### src/rtl/synth_cfg_pkg.sv
package synth_cfg_pkg;
  localparam int FRAME_W = 23;
  localparam int ADDR_W  = 2;
  localparam int REF_W   = 14;
  localparam int SWAL_W  = 7;
  localparam int PROG_W  = 11;
  localparam int N_LATCH = 1 << ADDR_W;
  localparam int SPARE_W = FRAME_W - ADDR_W - 2 - REF_W - 1;

  typedef struct packed {
    logic [SPARE_W-1:0] spare;
    logic               cpHigh;
    logic [REF_W-1:0]   ratio;
    logic [1:0]         monSel;
    logic [ADDR_W-1:0]  addr;
  } refFrame_t;

  typedef struct packed {
    logic [PROG_W-1:0] prog;
    logic [SWAL_W-1:0] swallow;
    logic              phasePol;
    logic              preSel;
    logic              lockSel;
    logic [ADDR_W-1:0] addr;
  } progFrame_t;

  typedef struct packed {
    logic               shift;
    logic [N_LATCH-1:0] wrEn;
  } cfgStrobe_t;
endpackage

### src/rtl/synth_cfg_ctrl.sv
module synth_cfg_ctrl
  import synth_cfg_pkg::*;
(
  input  logic               clk,
  input  logic               rstN,
  input  logic               serClk,
  input  logic               loadEn,
  input  logic [ADDR_W-1:0]  addr,
  output cfgStrobe_t         strb,
  output logic [N_LATCH-1:0] updStrobe
);
  logic serClkQ, loadEnQ;
  logic loadRise;

  always_ff @(posedge clk or negedge rstN) begin
    if (!rstN) begin
      serClkQ   <= 1'b0;
      loadEnQ   <= 1'b0;
      updStrobe <= '0;
    end else begin
      serClkQ   <= serClk;
      loadEnQ   <= loadEn;
      updStrobe <= strb.wrEn;
    end
  end

  assign loadRise = loadEn & ~loadEnQ;

  always_comb begin
    strb.shift = serClk & ~serClkQ;
    strb.wrEn  = '0;
    if (loadRise) strb.wrEn[addr] = 1'b1;
  end
endmodule

### src/rtl/synth_cfg_data.sv
module synth_cfg_data
  import synth_cfg_pkg::*;
(
  input  logic              clk,
  input  logic              rstN,
  input  logic              serData,
  input  cfgStrobe_t        strb,
  output logic [ADDR_W-1:0] addr,
  output refFrame_t         refLatch  [2],
  output progFrame_t        progLatch [2]
);
  logic [FRAME_W-1:0] shiftReg;
  refFrame_t  refView;
  progFrame_t progView;

  always_ff @(posedge clk or negedge rstN) begin
    if (!rstN) shiftReg <= '0;
    else if (strb.shift) shiftReg <= {shiftReg[FRAME_W-2:0], serData};
  end

  assign refView  = refFrame_t'(shiftReg);
  assign progView = progFrame_t'(shiftReg);
  assign addr     = shiftReg[ADDR_W-1:0];

  for (genvar ch = 0; ch < 2; ch++) begin : g_chan
    always_ff @(posedge clk or negedge rstN) begin
      if (!rstN) begin
        refLatch[ch] <= '0;
      end else if (strb.wrEn[ch]) begin
        refLatch[ch]       <= refView;
        refLatch[ch].spare <= '0;
        refLatch[ch].addr  <= '0;
      end
    end

    always_ff @(posedge clk or negedge rstN) begin
      if (!rstN) begin
        progLatch[ch] <= '0;
      end else if (strb.wrEn[ch+2]) begin
        progLatch[ch]      <= progView;
        progLatch[ch].addr <= '0;
      end
    end
  end
endmodule

### src/rtl/synth_cfg_loader.sv
module synth_cfg_loader
  import synth_cfg_pkg::*;
(
  input  logic              clk,
  input  logic              rstN,
  input  logic              serClk,
  input  logic              serData,
  input  logic              loadEn,
  output logic [REF_W-1:0]  ifRefRatio,
  output logic              ifCpHigh,
  output logic [1:0]        ifMonSel,
  output logic [SWAL_W-1:0] ifSwallow,
  output logic [PROG_W-1:0] ifProg,
  output logic              ifLockSel,
  output logic              ifPreSel,
  output logic              ifPhasePol,
  output logic [REF_W-1:0]  rfRefRatio,
  output logic              rfCpHigh,
  output logic [1:0]        rfMonSel,
  output logic [SWAL_W-1:0] rfSwallow,
  output logic [PROG_W-1:0] rfProg,
  output logic              rfLockSel,
  output logic              rfPreSel,
  output logic              rfPhasePol,
  output logic [N_LATCH-1:0] updStrobe
);
  cfgStrobe_t        strb;
  logic [ADDR_W-1:0] addr;
  refFrame_t         refLatch  [2];
  progFrame_t        progLatch [2];

  synth_cfg_ctrl u_ctrl (
    .clk(clk), .rstN(rstN), .serClk(serClk), .loadEn(loadEn),
    .addr(addr), .strb(strb), .updStrobe(updStrobe)
  );

  synth_cfg_data u_data (
    .clk(clk), .rstN(rstN), .serData(serData), .strb(strb),
    .addr(addr), .refLatch(refLatch), .progLatch(progLatch)
  );

  assign ifRefRatio = refLatch[0].ratio;
  assign ifCpHigh   = refLatch[0].cpHigh;
  assign ifMonSel   = refLatch[0].monSel;
  assign rfRefRatio = refLatch[1].ratio;
  assign rfCpHigh   = refLatch[1].cpHigh;
  assign rfMonSel   = refLatch[1].monSel;
  assign ifSwallow  = progLatch[0].swallow;
  assign ifProg     = progLatch[0].prog;
  assign ifLockSel  = progLatch[0].lockSel;
  assign ifPreSel   = progLatch[0].preSel;
  assign ifPhasePol = progLatch[0].phasePol;
  assign rfSwallow  = progLatch[1].swallow;
  assign rfProg     = progLatch[1].prog;
  assign rfLockSel  = progLatch[1].lockSel;
  assign rfPreSel   = progLatch[1].preSel;
  assign rfPhasePol = progLatch[1].phasePol;
endmodule

### config.mk
export PLATFORM = sky130hd
export DESIGN_NAME = synth_cfg_loader
export DESIGN_NICKNAME = d
export VERILOG_FILES = /design/src/rtl/synth_cfg_pkg.sv /design/src/rtl/synth_cfg_ctrl.sv /design/src/rtl/synth_cfg_data.sv /design/src/rtl/synth_cfg_loader.sv
export SDC_FILE = /design/constraint.sdc
export NUM_CORES = 1
export LEC_CHECK = 0
export CORE_MARGIN = 2
export CORE_UTILIZATION = 50
export DETAILED_ROUTE_END_ITERATION = 12
export PLACE_DENSITY = 0.79
export RECOVER_POWER = 25
export SETUP_SLACK_MARGIN = 0.15
export SYNTH_ARGS = -nofsm -noshare
export SYNTH_HDL_FRONTEND = slang
export SYNTH_SLANG_ARGS = --single-unit
### constraint.sdc
create_clock -name clk -period 1.9 [get_ports clk]
set_input_delay 0.38 -clock clk [delete_from_list [all_inputs] [get_ports clk]]
set_output_delay 0.38 -clock clk [all_outputs]
set_load 0.03 [all_outputs]
Yosys cells after proc, flatten, opt, wreduce, memory -nomap -nowiden --
Cells that the tools add are included.
Operators by class: add/subtract/negate cells 0, multiply operators 0, div/mod/pow operators 0, magnitude comparators 2, equality and inequality tests 0, shift-type cells 0, muxes and demuxes 3, bitwise gates (word level) 4, reduce and logical (&&, ||, !) cells 1
Operators with widths (count):
- $mux 4 | 1
- $lt 2x3->1 const B | 1
- $and 1x1->1 | 2
- $demux 1 s2 | 1
- $ge 2x1->1 const B | 1
- $not 1->1 | 2
- $logic_and 1x1->1 | 1
- $mux 1 | 1
Storage, ports and cells: bits in registers 105, latch bits 0, RAM bits 0, ROM bits 0, memories kept 0

Logic depth before layout (Yosys ltp) --
depth in word-level cells 5, depth in mapped cells 4, depth with buffers taken out 2

Modules after synthesis --
A second synthesis with hierarchy kept.
Unflattened totals: cells, all modules 238, area total of the unflattened synthesis 4127.7 um^2
By module, submodules not included:
- synth_cfg_data | instances 1, cells each 227, area an instance 3921.3 um^2
- synth_cfg_ctrl | instances 1, cells each 11, area an instance 206.4 um^2

Least setup slack after synthesis --
OpenSTA, ideal clock, no wires.
path type register -> register, from register u_data.shiftReg[1], in the netlist u_data.progView[1], to register u_data.refLatch[25] (netlist name), setup time 125 ps, arrival time 1463 ps, required time 1775 ps, path slack 312 ps, stages on the path, launching flop included 4, path buffers 1, period minus slack after synthesis 1588 ps, path through dfrtp_1 nor4b_4 buf_6 mux2_2
RTL lines:
- start: declaration | RTL line synth_cfg_data.sv:12 | logic [FRAME_W-1:0] shiftReg;
- start signal: assignment | RTL line synth_cfg_data.sv:18 | else if (strb.shift) shiftReg <= {shiftReg[FRAME_W-2:0], serData};

Final worst setup path --
from input port loadEn, to register u_data.refLatch[29] (netlist name)
On the way: cells in the longest elaborated chain, start to end 2
Ends and longest elaborated chain:
- start: declaration | RTL line synth_cfg_loader.sv:8 | input logic loadEn,
- $and 1x1->1 | RTL line synth_cfg_ctrl.sv:27 | assign loadRise = loadEn & ~loadEnQ;
- $mux 4 | RTL line synth_cfg_ctrl.sv:32 | if (loadRise) strb.wrEn[addr] = 1'b1;
Every way passes these cells. A chain may end at the register's enable or synchronous reset.

==> impl_metrics.json <==
{
  "fp.dieW_um": 92.0,
  "dieArea_um2": 8470,
  "post-route-util_pct": 66.2,
  "tritoncts": "built",
  "gr-total-overflow": 0,
  "path_class": "in2reg",
  "cts_buffer_depth": 2,
  "min_delay_path_depth": 1,
  "routed_via_density": 5.11,
  "grt_max_degree": 47,
  "power_density_nw_per_um2": 1420,
  "min_period_ps": 1600,
  "drt_iter0_drc": 45,
  "drc": 0,
  "htree_levels": 3,
  "buffer_ports.inserted": 84,
  "ys_seq_area_share_pct": 67.8,
  "syn_avg_cell_area_um2": 17.6,
  "reg2reg_slack_ps": 410,
  "firstDrtPassIters": 4,
  "num_rows": 32,
  "final_cell_area_um2": 5040,
  "vias": 2173,
  "dp.cells": 410,
  "tightest_slew_ps": 746,
  "cts_sinks": 105,
  "final_nets": 325,
  "initial_utilization_pct": 50.9,
  "setup_viol": 0,
  "period_share_pct": 84.2,
  "drive_above_1_share_pct": 39.9,
  "yosys_warnings": 0,
  "crit_arrival_ps": 1830,
  "synth_cell_types": 11,
  "tns_ps": 0,
  "synth.area.top_cells": "dfrtp_1 68%, mux2_2 29%, buf_2 0.78%",
  "rr_worst_depth": 3,
  "ir_worst_vdd_v": 0.000761,
  "gp_congestion": 0.729,
  "crit_required_ps": 2130,
  "slew_headroom_pct": 50.3,
  "crit_fanout": 8,
  "num_io_pins": 85,
  "wl_per_cell_um": 17.0,
  "min_path_type": "reg2reg",
  "wl_mm": 7.21,
  "grt_pass1_vias": 2265,
  "grt_first_pass_wirelength_mm": 11.5,
  "syn-instance-count": 220,
  "slew_viol_final": 0,
  "cts_root_buf": "clkbuf_8",
  "grt_antenna_before_repair": 0,
  "critPathLaunchType": "input port",
  "cts_made_buffers": 9,
  "status": "finished clean",
  "syn_nets": 225,
  "synth_top_area_cell": "dfrtp_1",
  "die_h_um": 92.0,
  "syn_area_um2": 3870,
  "max_freq_ghz": 0.625,
  "insertedDiodeCount": 0,
  "synth_seq_cells": 105,
  "rr_endpoint": "u_data.refLatch[29]",
  "track_usage_pct": 17.7,
  "synth_top_area_share_pct": 67.8,
  "syn_to_final_growth_pct": 30.1,
  "hp-start": "u_data.progLatch[25]",
  "path_clk_slew_ps": 90,
  "min_to": "u_data.progLatch[25]",
  "drv_cap": 0,
  "core-area_um2": 7610,
  "place_hpwl_mm": 4.90,
  "dpl-instance-area_um2": 4930,
  "p_leak_uw": 0.00273,
  "rsz0062_at_grt": "no",
  "reg2reg_from": "u_data.progView[1]",
  "ant_nets": 0,
  "end_kind": "flip-flop",
  "instances_no_fill": 425,
  "fin_skew_ps": 11.6,
  "hold_viol": 0,
  "clk_latency_ps": 350
}
-- report_power, final --
group / total (uW) / switching [uW] / leakage (uW) / internal, uW
Combinational: 2480 / 1460 / 0.00126 / 1030
Clock: 1310 / 710 / 0.0000888 / 603
Sequential: 3360 / 482 / 0.00138 / 2880
-- worst max path at each step --
| stage | depth (start not counted) | to | slack (ps) | startpoint |
|---|---|---|---|---|
| 2_1_floorplan | 3 | u_data.refLatch[25] | 310 | u_data.progView[1] |
| 3_3_place_gp | 4 | u_data.refLatch[40] | 60 | loadEn |
| 3_5_place_dp | 4 | u_data.refLatch[41] | 4 | loadEn |
| 4_1_cts | 1 | updStrobe[3] | 160 | u_ctrl.updStrobe[3] |
| 5_1_grt | 4 | u_data.refLatch[29] | 230 | loadEn |
| 6_report | 4 | u_data.refLatch[29] | 300 | loadEn |
-- per-stage QoR --
step / worst slack (ps) / hold slack, ps / total power [uW]
global route: 230 / 522 / 7500
floorplan: 312 / 84.4 / 4970
detailed placement: 4.44 / 327 / 6290
finish: 299 / 506 / 7160
global placement: 62.4 / 318 / 6220
CTS: 163 / 481 / 7230
-- final cells by class --
type	instances	area, um2
clock inverter	4	55.1
sequential	105	2630
clock buffer	10	128
timing repair buffer	99	916
fill	583	2570
multi-input combinational	104	1180
tap	102	128
inverter	1	3.75
-- state kept, by name, summed over array words and instances (netlist names) --
name / count
u_ctrl.updStrobe: 4
u_data.progLatch: 42
u_data.refLatch: 34
u_ctrl.serClkQ: 1
u_ctrl.loadEnQ: 1
u_data.progView: 23
-- kinds of logic (layout without fill, tap and decap cells) --
| group | count (synthesis) | in the layout | share of synthesized area (%) |
|---|---|---|---|
| buf+inv | 11 | 114 | 1.74 |
| flops | 105 | 105 | 67.8 |
| mux | 99 | 99 | 28.8 |
| simple gates | 5 | 5 | 1.65 |
-- what timing repair did --
action | 4_1_cts | 5_1_grt
endpoints found under the setup margin | 76 | 4
hold endpoints to repair | 25 | 0
gates resized for setup | 76 | 4
buffers inserted | 0 | 0
hold buffers | 1 | 0
-- worst max-delay path, cell delays in order --
cell           delay, ps
dlygate4sd3_1        610
nor4b_4              260
buf_4                230
mux2_2               350
-- routing by layer --
metal  share of wire [%]  GRT usage, %
met1                  46          24.3
met2                  49          28.4
met3                 3.8          3.37
met4                 1.2          6.34
met5                   0             0
-- cell usage in the layout, fill, tap and decap left out, types with 2 or more instances in the layout --
| cell | n |
|---|---|
| dfrtp_1 | 105 |
| mux2_2 | 99 |
| dlygate4sd2_1 | 76 |
| buf_4 | 10 |
| clkbuf_8 | 9 |
| dlymetal6s2s_1 | 4 |
| buf_12 | 4 |
| dlygate4sd3_1 | 3 |
| and4bb_1 | 2 |
-- cells in the mapped netlist --
| library cell | instances |
|---|---|
| and4bb_2 | 2 |
| buf_2 | 6 |
| buf_4 | 1 |
| buf_6 | 2 |
| clkbuf_1 | 1 |
| dfrtp_1 | 105 |
| inv_1 | 1 |
| mux2_2 | 99 |
| nand4b_1 | 1 |
| nor2b_1 | 1 |
| nor4b_4 | 1 |
Power figures use the tool's default switching activity.
